==> config.mk <==
export PLATFORM = sky130hd
export DESIGN_NAME = dac_pair_loader
export DESIGN_NICKNAME = d
export VERILOG_FILES = /design/src/rtl/dac_pair_pkg.sv /design/src/rtl/dac_pair_ctrl.sv /design/src/rtl/dac_pair_datapath.sv /design/src/rtl/dac_pair_loader.sv
export SDC_FILE = /design/constraint.sdc
export NUM_CORES = 1
export LEC_CHECK = 0
export ABC_CLOCK_PERIOD_IN_PS = 2600
export BUFFER_PORTS_ARGS = -buffer_cell sky130_fd_sc_hd__buf_2
export CAP_MARGIN = 25
export CORE_AREA = 5 5 89 71
export CTS_CLUSTER_SIZE = 8
export DETAILED_ROUTE_END_ITERATION = 12
export DIE_AREA = 0 0 94 76
export PLACE_DENSITY = 0.71
export SLEW_MARGIN = 20
export SYNTH_ARGS = -nofsm -noshare
export SYNTH_HDL_FRONTEND = slang
export SYNTH_HIERARCHICAL = 1
export SYNTH_SLANG_ARGS = --single-unit
==> constraint.sdc <==
create_clock -name clk -period 2.6 [get_ports clk]
set_input_delay 0.52 -clock clk [delete_from_list [all_inputs] [get_ports clk]]
set_output_delay 0.52 -clock clk [all_outputs]
set_load 0.01 [all_outputs]
==> src/rtl/dac_pair_pkg.sv <==
package dac_pair_pkg;
  localparam int CH_COUNT = 2;

  typedef struct packed {
    logic [CH_COUNT-1:0] wrHit;
    logic                loadAll;
  } ctrlStrobes_t;
endpackage

==> src/rtl/dac_pair_ctrl.sv <==
module dac_pair_ctrl
  import dac_pair_pkg::*;
(
  input  logic         clk,
  input  logic         rstN,
  input  logic         csN,
  input  logic         wrN,
  input  logic         addrSel,
  input  logic         loadN,
  output ctrlStrobes_t strobes
);
  logic wrPrev;
  logic wrEdge;

  always_ff @(posedge clk or negedge rstN) begin
    if (!rstN) wrPrev <= 1'b1;
    else       wrPrev <= wrN;
  end

  assign wrEdge = wrN && !wrPrev && !csN;

  for (genvar g = 0; g < CH_COUNT; g++) begin : g_hit
    assign strobes.wrHit[g] = wrEdge && (int'(addrSel) == g);
  end

  assign strobes.loadAll = !loadN;
endmodule

==> src/rtl/dac_pair_datapath.sv <==
module dac_pair_datapath
  import dac_pair_pkg::*;
#(
  parameter int DATA_W = 12
) (
  input  logic                            clk,
  input  logic                            rstN,
  input  logic                            clrAllN,
  input  ctrlStrobes_t                    strobes,
  input  logic [DATA_W-1:0]               dataIn,
  input  logic                            pwrDnN,
  input  logic                            gainSel,
  output logic [CH_COUNT-1:0][DATA_W-1:0] dacVal,
  output logic [CH_COUNT-1:0]             pwrDnFlag,
  output logic                            gainStat
);
  logic [CH_COUNT-1:0][DATA_W-1:0] stageReg;

  for (genvar g = 0; g < CH_COUNT; g++) begin : g_ch
    always_ff @(posedge clk or negedge clrAllN) begin
      if (!clrAllN)               stageReg[g] <= '0;
      else if (strobes.wrHit[g])  stageReg[g] <= dataIn;
    end

    always_ff @(posedge clk or negedge clrAllN) begin
      if (!clrAllN)               dacVal[g] <= '0;
      else if (strobes.loadAll)   dacVal[g] <= strobes.wrHit[g] ? dataIn : stageReg[g];
    end

    always_ff @(posedge clk or negedge rstN) begin
      if (!rstN) pwrDnFlag[g] <= 1'b0;
      else       pwrDnFlag[g] <= !pwrDnN;
    end
  end

  always_ff @(posedge clk or negedge rstN) begin
    if (!rstN) gainStat <= 1'b0;
    else       gainStat <= gainSel;
  end
endmodule

==> src/rtl/dac_pair_loader.sv <==
module dac_pair_loader
  import dac_pair_pkg::*;
#(
  parameter int DATA_W = 12
) (
  input  logic              clk,
  input  logic              rstN,
  input  logic              csN,
  input  logic              wrN,
  input  logic              addrSel,
  input  logic [DATA_W-1:0] dataIn,
  input  logic              loadN,
  input  logic              clrN,
  input  logic              pwrDnN,
  input  logic              gainSel,
  input  logic              bufSel,
  output logic [DATA_W-1:0] dacValA,
  output logic [DATA_W-1:0] dacValB,
  output logic [1:0]        pwrDnFlag,
  output logic              gainStat,
  output logic              bufCtl
);
  ctrlStrobes_t                    strobes;
  logic [CH_COUNT-1:0][DATA_W-1:0] dacVal;
  logic                            clrAllN;

  assign clrAllN = rstN && clrN;

  dac_pair_ctrl u_ctrl (
    .clk     (clk),
    .rstN    (rstN),
    .csN     (csN),
    .wrN     (wrN),
    .addrSel (addrSel),
    .loadN   (loadN),
    .strobes (strobes)
  );

  dac_pair_datapath #(.DATA_W(DATA_W)) u_data (
    .clk       (clk),
    .rstN      (rstN),
    .clrAllN   (clrAllN),
    .strobes   (strobes),
    .dataIn    (dataIn),
    .pwrDnN    (pwrDnN),
    .gainSel   (gainSel),
    .dacVal    (dacVal),
    .pwrDnFlag (pwrDnFlag),
    .gainStat  (gainStat)
  );

  assign dacValA = dacVal[0];
  assign dacValB = dacVal[1];
  assign bufCtl  = bufSel;
endmodule

-- After elaboration in Yosys (flattened, before gate mapping)
Index checks and enable logic that the tools add are counted.
- register bits: 51
- memories kept: 0
- input bits: 22
- word-level logic and storage cells: 18
- latch bits: 0
- memory bits (read-only): 0
- RAM bits: 0
- output and inout bits: 28
- order comparisons: 0
- bitwise gates (word level): 1
- divide/modulo/power cells: 0
- add/sub/neg operators: 0
- mux-type cells: 2
- reductions and logical operators: 8
- shift operators: 0
- equal/unequal tests: 0
- multiply operators: 0
- operators by type and width (kind ; count):
    2-to-1 mux 12 bit ; 2
    logical AND 1 bit ; 5
    zero test 1 bit ; 3
    NOT 1 bit ; 1

-- Depth between registers and ports, before layout
Gate-level depths: netlist (run 1).
- depth in word-level cells: 5
- depth in mapped cells: 4

-- Modules after synthesis
Netlist (run 1), hierarchy kept.
- modules (own cells, without submodules) (module ; area an instance (µm²) ; instances ; cells each):
    dac_pair_datapath ; 1993.2 ; 1 ; 105
    dac_pair_ctrl ; 57.6 ; 1 ; 4
    dac_pair_loader ; 13.8 ; 1 ; 2

-- Worst setup path after synthesis (run 1)
Ideal clock, no wire load.
- path kind: in2reg
- start: input port addrSel
- end: register u_data/dacVal[1] in the netlist's numbering
- stages: 4
- buffers on the path: 1
- path slack: 0.799 ns
- arrival time: 1.676 ns
- path through: nor4b_2 buf_6 mux2_4 mux2_4
- cells in the longest elaborated chain, start to end: 3
- RTL lines (item ; RTL line ; RTL):
    start: declaration ; dac_pair_loader.sv:10 ; input logic addrSel,
    NOT 1 bit ; dac_pair_ctrl.sv:23 ; assign strobes.wrHit[g] = wrEdge && (int'(addrSel) == g);
    logical AND 1 bit ; dac_pair_ctrl.sv:23 ;
    2-to-1 mux 12 bit ; -- ;
    end signal: indexed assignment ; dac_pair_datapath.sv:27 ; else if (strobes.loadAll) dacVal[g] <= strobes.wrHit[g] ? dataIn : stageReg[g];
    end: declaration ; dac_pair_datapath.sv:13 ; output logic [CH_COUNT-1:0][DATA_W-1:0] dacVal,
No other way between the ends.
A chain may end at the register's enable or synchronous reset.

==> metrics, run 1 <==
startpoint class of the critical path=flip-flop; count of H-tree levels built during CTS=2; top routing layer in use=met4; maximum number of pins on one net before global-route repair=just under 50; synthesized instance count=111; number of enable flip-flop cells after synthesis=0; antenna violations before repair=0; Antenna Nets Post-Route=0; die span in x=94 um; Worst Path Required=2.78 ns; pin slew with the least headroom to its limit=0.608 ns; highest ir drop seen on vdd=0.000375 V; minimum setup slack in the final design=around 0.83 ns; critical path class=reg2reg; maximum achievable frequency=0.566 GHz; Die ar.=7140 um^2; reg-to-reg setup timing slack=0.83 ns; count of pins over their slew limit=0; RR Endpoint=u_data/dacVal[21]; routed length on met2=1.57 mm; via count of the first global-routing pass=1151; crit path cell chain=and4bb_2 -> mux2_2 -> mux2_2; number of top-level pins=50; number of sinks on the clock net=51; cell row count=24; Port Buffer Count=47; Area contributors post-synth=sky130_fd_sc_hd__dfrtp_1 61%, sky130_fd_sc_hd__mux2_4 29%, sky130_fd_sc_hd__mux2_2 4.4%; Post-Synthesis Net Count=133; Synth area leader=sky130_fd_sc_hd__dfrtp_1; maximum capacitance violations=0; status=finished clean; initial drt markers=35; NumNets Final=184; synthesized area per cell=18.6 um^2; GRT Util Overall=between 10% and 20%; unrepaired setup endpoints after global routing=no; Slew Limit Headroom=59.5%; final weighted congestion of routability-driven global placement=around 0.7; area added between synthesis and finish=20.4%; Die H=76 um; register clock-pin slew on the reported worst setup and hold paths=0.09 ns; number of setup violations in the final report=0; leading cell types by count after synthesis=50 x sky130_fd_sc_hd__dfrtp_1, 40 x sky130_fd_sc_hd__mux2_4, 8 x sky130_fd_sc_hd__mux2_2; share of the core filled with cells=45.5%; area fraction of the dominant cell type after synthesis=60.6%; register area share after synthesis=61.9%; end point of the worst hold path=u_data/gainStat; total CTS buffers=5; ratio of routed vias to standard cells=about 4.4; post-synthesis cell type count=11; effective utilization at floorplan=around 38%; endpoint class of the critical path=flip-flop; Min Clock Period, post-route=1.77 ns; summed area of non-filler cells in the final layout=2480 um^2; flip-flop cell with the highest count after synthesis=sky130_fd_sc_hd__dfrtp_1; HPWL after DPL=2.41 mm; antenna cell count=0; share of the clock period used by the worst path after layout=68.0%; PwrDens=825 nW/um^2; Yosys warnings=6; Avg WL per Cell=15.0 um; number of DRC violations after detailed routing=0; clock latency on the worst-skew pair=0.29 ns; share of synthesized flip-flops with an asynchronous set or reset=100%; TritonCTS clock tree=done; CP Launch Point=u_ctrl/wrPrev; vias after detailed routing=around 1100; delay of the slowest cell on the worst path=0.60 ns; most common cell in the synthesized netlist=sky130_fd_sc_hd__dfrtp_1; buffer count from post-CTS setup fixing=0; cell chosen for the clock root=sky130_fd_sc_hd__clkbuf_8; reported leakage power=1.25 nW; WHS Path Cells=1; core outline area=~5500 um^2; count of cells along the worst register-to-register path=3; clock skew after layout=between 0.002 and 0.0025 ns; post-layout total power=2.05 mW; Placed Instance Area=2370 um^2; worst flop-to-flop path startpoint=u_ctrl/wrPrev; setup tns final=0 ns; hold violation count in the final report=0; maximum clock insertion buffer count=2; Worst Hold Launch=gainSel; CP max stage cell=sky130_fd_sc_hd__and4bb_2; length of the first detailed-routing pass in iterations=2; setup slack after placement=about 0.54 ns; maximum fanout along the worst path=12; most repeated library cell on the critical path=sky130_fd_sc_hd__mux2_2; global-route wire length before repair=6.07 mm; CP arrival=1.95 ns; proportion of layout cells with a drive suffix above 1=66.9%; post-synthesis cell area=2060 um^2; final global-route overflow total=0; detailed-route wire length=approximately 3.6 mm; routed wl met3=214 um; routed metal-1 wire length=1.80 mm; number of register bits inferred by synthesis=51; type of the tightest min-delay check=in2reg
stage by stage:
stage | instances | hold slack (ns)
2_1_floorplan | 111 | 0.224
3_3_place_gp | 232 | 0.320
3_5_place_dp | 232 | 0.322
4_1_cts | 241 | 0.317
5_1_grt | 241 | 0.300
6_report | 241 | 0.328
placed cells by master, fill, tap and decap left out, drive strengths merged:
cell type     n
and2          1
and4bb        1
buf          50
clkbuf        8
dfrtp        50
dfstp         1
dlygate4sd3   1
inv           2
mux2         48
nor4b         1
cell type report:
class	instances	area (um^2)
inverter	2	7.51
tap	78	97.6
fill	519	2980
multi-input combinational	51	734
timing repair buffer	51	268
clock buffer	8	100
sequential	51	1280
cell families (layout without fill, tap and decap cells):
kind of cell	count (synthesis)	count (layout)	share of synthesized area, %
and+or+nand+nor	3	3	1.64
buffers and inverters	9	61	3.03
DFF	51	51	61.9
muxes	48	48	33.5
metal layers:
layer / GRT usage (%) / vias to the layer above
met5: 0 / -
met4: 2.74 / 0
met3: 3.95 / 2
met2: 15.6 / 30
met1: 15.8 / 533
li1: - / 485
where the power goes:
group	switching [mW]	internal, mW
Sequential	0.0791	0.977
Combinational	0.198	0.312
Clock	0.239	0.243
Total	0.516	1.53
sequential cells by signal (all words and copies together) (netlist names):
register and cells:
u_data/dacVal 24, u_data/stageReg 24, u_ctrl/wrPrev 1, u_data/gainStat 1
u_data/pwrDnFlag 1
worst max-delay path by stage:
stage | depth (start not counted) | endpoint | slack (ns)
after CTS | 3 | u_data/dacVal[21] | 0.82
after floorplan | 1 | u_data/dacVal[0] | 0.65
after global placement | 4 | u_data/dacVal[22] | 0.60
after detailed placement | 4 | u_data/dacVal[21] | 0.54
final | 3 | u_data/dacVal[21] | 0.83
after global routing | 3 | u_data/dacVal[21] | 0.79
critical path, delay by kind of cell (launching register included):
kind,cells,cell delay [ns]
muxes,2,0.66
DFF,1,0.39
and+or+nand+nor,1,0.60
what timing repair did:
action | 4_1_cts | 5_1_grt
resized for setup | 0 | 0
hold endpoints to repair | 2 | 0
hold buffers | 1 | 0
Power figures use the tool's default switching activity.
==> inputs of run 2 (changes only) <==
--- a/config.mk
+++ b/config.mk
@@ -5,7 +5,7 @@
 export SDC_FILE = /design/constraint.sdc
 export NUM_CORES = 1
 export LEC_CHECK = 0
-export ABC_CLOCK_PERIOD_IN_PS = 2600
+export ABC_CLOCK_PERIOD_IN_PS = 1700
 export BUFFER_PORTS_ARGS = -buffer_cell sky130_fd_sc_hd__buf_2
 export CAP_MARGIN = 25
 export CORE_AREA = 5 5 89 71
==> constraint.sdc (replaced) <==
create_clock -name clk -period 1.7 [get_ports clk]
set_input_delay 0.34 -clock clk [delete_from_list [all_inputs] [get_ports clk]]
set_output_delay 0.34 -clock clk [all_outputs]
set_load 0.01 [all_outputs]
==> run 2 against run 1 <==
Against the previous run:
- design area increased by 2.5%
- sequential share of layout area fell by 1.2 points
- worst hold slack got worse by 0.20 ns
- global-route usage is essentially flat
- non-clock buffer count is 4 higher
- clock power increased by 49%
- fmax up 7.6%
- first-iteration DRC count fell by 43%
- register-to-register slack got worse by 0.77 ns
==> metrics, run 2 (synthesis gave the netlist of run 1 again) <==
status=finished clean; area of the multi-input gates=738 um^2 (+0.51%); Levels on crit path=4 (+1); share of the core filled with cells=46.6% (+1.1 points); Min Clock Period, post-route=1.64 ns (-0.126 ns); die span in x=94 um (unchanged); worst path bufs/invs=1 (+1); Worst Path Required=1.88 ns (-0.90 ns); antenna cell count=0 (unchanged); delay of the slowest cell on the worst path=0.56 ns (-0.04 ns); buffer count from post-CTS setup fixing=0 (unchanged); reg-to-reg setup timing slack=0.06 ns (-0.77 ns); most frequent cells in the layout=50 x sky130_fd_sc_hd__dfrtp_1, 47 x sky130_fd_sc_hd__buf_2, 40 x sky130_fd_sc_hd__mux2_4; share of the clock period used by the worst path after layout=96.6% (+29 points); vias after detailed routing=1058 (+0.76%); detailed-route wire length=3.57 mm (-1.2%); reported leakage power=1.28 nW (+2.1%); Final Instance Count excl. Fillers=245 (+1.7%); register clock-pin slew on the reported worst setup and hold paths=0.09 ns (about the same); crit path cell chain=and4bb_4 -> buf_4 -> mux2_4 -> mux2_4; fraction of power spent switching nets=25.9% (+0.73 points); maximum capacitance violations=0 (unchanged); global-route wire length before repair=6.11 mm (+0.79%); worst hold margin=0.132 ns (-0.196 ns); maximum fanout along the worst path=5 (-7); number of top-level pins=50 (unchanged); via count of the first global-routing pass=1209 (+5.0%); maximum number of pins on one net before global-route repair=49 (unchanged); cell chosen for the clock root=sky130_fd_sc_hd__clkbuf_8; GRT Util Overall=11.0% (+0.030 points); sw power=810 uW (+57%); clock skew after layout=0.0102 ns (+0.00789 ns); number of setup violations in the final report=0 (unchanged); Regs by FF count=u_data/dacVal: 24 flops, u_data/stageReg: 24 flops; core outline area=5470 um^2 (unchanged); number of placed instances with taps included=236 (+1.7%); internal power component=2.32 mW (+51%); PwrDens=1230 nW/um^2 (+49%); share of power burned in combinational logic=25.3% (+0.4 points); number of sinks on the clock net=51 (unchanged); initial drt markers=20 (-43%); proportion of layout cells with a drive suffix above 1=68.3% (+1.4 points); Die H=76 um (unchanged); count of pins over their slew limit=0 (unchanged); maximum achievable frequency=0.609 GHz (+7.6%); unrepaired setup endpoints after global routing=no; Avg WL per Cell=14.6 um (-2.8%); Slew Limit Headroom=83.2% (+24 points); NumNets Final=188 (+2.2%); CP arrival=1.83 ns (-0.12 ns); area added between synthesis and finish=23.3%; count of filler cells inserted in the layout=512 (-1.3%); relative contribution of sequential cells to total power=51.7% (about the same); startpoint class of the critical path=flip-flop; hold violation count in the final report=0 (unchanged); length of the first detailed-routing pass in iterations=2 (unchanged); area used by sequential logic in the layout=1280 um^2 (unchanged); CP max stage cell=sky130_fd_sc_hd__dfstp_2; portion of total power attributed to the clock network=23.0% (-0.5 points); cell type group with the largest total delay on the critical path=flip-flops; post-layout total power=3.13 mW (+53%); clock latency on the worst-skew pair=0.30 ns (about the same); ratio of routed vias to standard cells=4.32 (-0.88%); most repeated library cell on the critical path=sky130_fd_sc_hd__mux2_4; final global-route overflow total=0 (unchanged); endpoint class of the critical path=flip-flop; pin slew with the least headroom to its limit=0.252 ns (-0.356 ns); summed area of non-filler cells in the final layout=2550 um^2 (+2.5%); antenna violations before repair=0 (unchanged); Port Buffer Count=47 (unchanged); final weighted congestion of routability-driven global placement=0.693 (-2.7%); type of the tightest min-delay check=in2async; commonest non-fill, non-tap cell in the layout=sky130_fd_sc_hd__dfrtp_1; highest ir drop seen on vdd=0.000406 V (+8.2%); TritonCTS clock tree=done; effective utilization at floorplan=37.8% (unchanged); number of DRC violations after detailed routing=0 (unchanged); Placed Instance Area=2430 um^2 (+2.3%); count of H-tree levels built during CTS=2 (unchanged); Antenna Nets Post-Route=0 (unchanged); total CTS buffers=5 (unchanged); count of cells along the worst register-to-register path=4 (+1); cell row count=24 (unchanged); Die ar.=7140 um^2 (unchanged); critical path class=reg2reg; maximum clock insertion buffer count=2 (unchanged)
run 2: cell count changes in the layout (fill, tap and decap cells not counted), sizes merged:
| cell | previous run | this run |
|---|---|---|
| buf | 50 | 54 |
| clkbuf | 8 | 6 |
| clkinv | 0 | 1 |
| clkinvlp | 0 | 1 |
run 2: layout make-up:
class                           instances  area share, %
Clock buffer                            6           3.24
Clock inverter                          2          0.639
Inverter                                2          0.295
Multi-Input combinational cell         51           29.0
Sequential cell                        51           50.2
Tap cell                               78           3.83
Timing Repair Buffer                   55           12.8
run 2: worst paths after layout:
path / end / from
hold reg to reg: u_data/stageReg[16] / u_data/stageReg[16]
min in group clk: u_data/gainStat / gainSel
setup / recovery: u_data/dacVal[23] / u_ctrl/wrPrev
setup reg to reg: u_data/dacVal[23] / u_ctrl/wrPrev
max in group asynchronous: u_data/dacVal[23] / rstN
hold / removal: u_data/dacVal[2] / clrN
run 2: through the flow:
step                setup TNS, ns  worst slack [ns]
floorplan                       0            0.0790
global placement         -0.00746          -0.00683
detailed placement         -0.196           -0.0280
CTS                             0            0.0188
global route                    0            0.0178
finish                          0            0.0574
run 2: worst register-to-register path: cells and delay by family (launching register included):
kind / cells / cell delay (ns)
mux: 2 / 0.56
buf+inv: 1 / 0.16
simple gates: 1 / 0.26
flops: 1 / 0.56
run 2: power by group through the flow:
| stage | Combinational [mW] | Clock [mW] | Sequential, mW |
|---|---|---|---|
| after floorplan | 0.462 | 0 | 1.70 |
| final | 0.791 | 0.719 | 1.62 |
| after global routing | 0.864 | 0.806 | 1.65 |
| after detailed placement | 0.802 | 0 | 1.64 |
| after global placement | 0.786 | 0 | 1.64 |
| after CTS | 0.808 | 0.749 | 1.62 |
run 2: layer usage:
layer / GRT usage (%) / wire (um)
met5: 0 / 0
met3: 2.96 / 168
met1: 15.4 / 1740
met2: 16.1 / 1610
met4: 4.33 / 51
run 2: what timing repair did:
action	CTS	global route
endpoints found under the hold margin	3	0
resized for setup	0	2
endpoints found under the setup margin	0	4
hold buffers	1	0
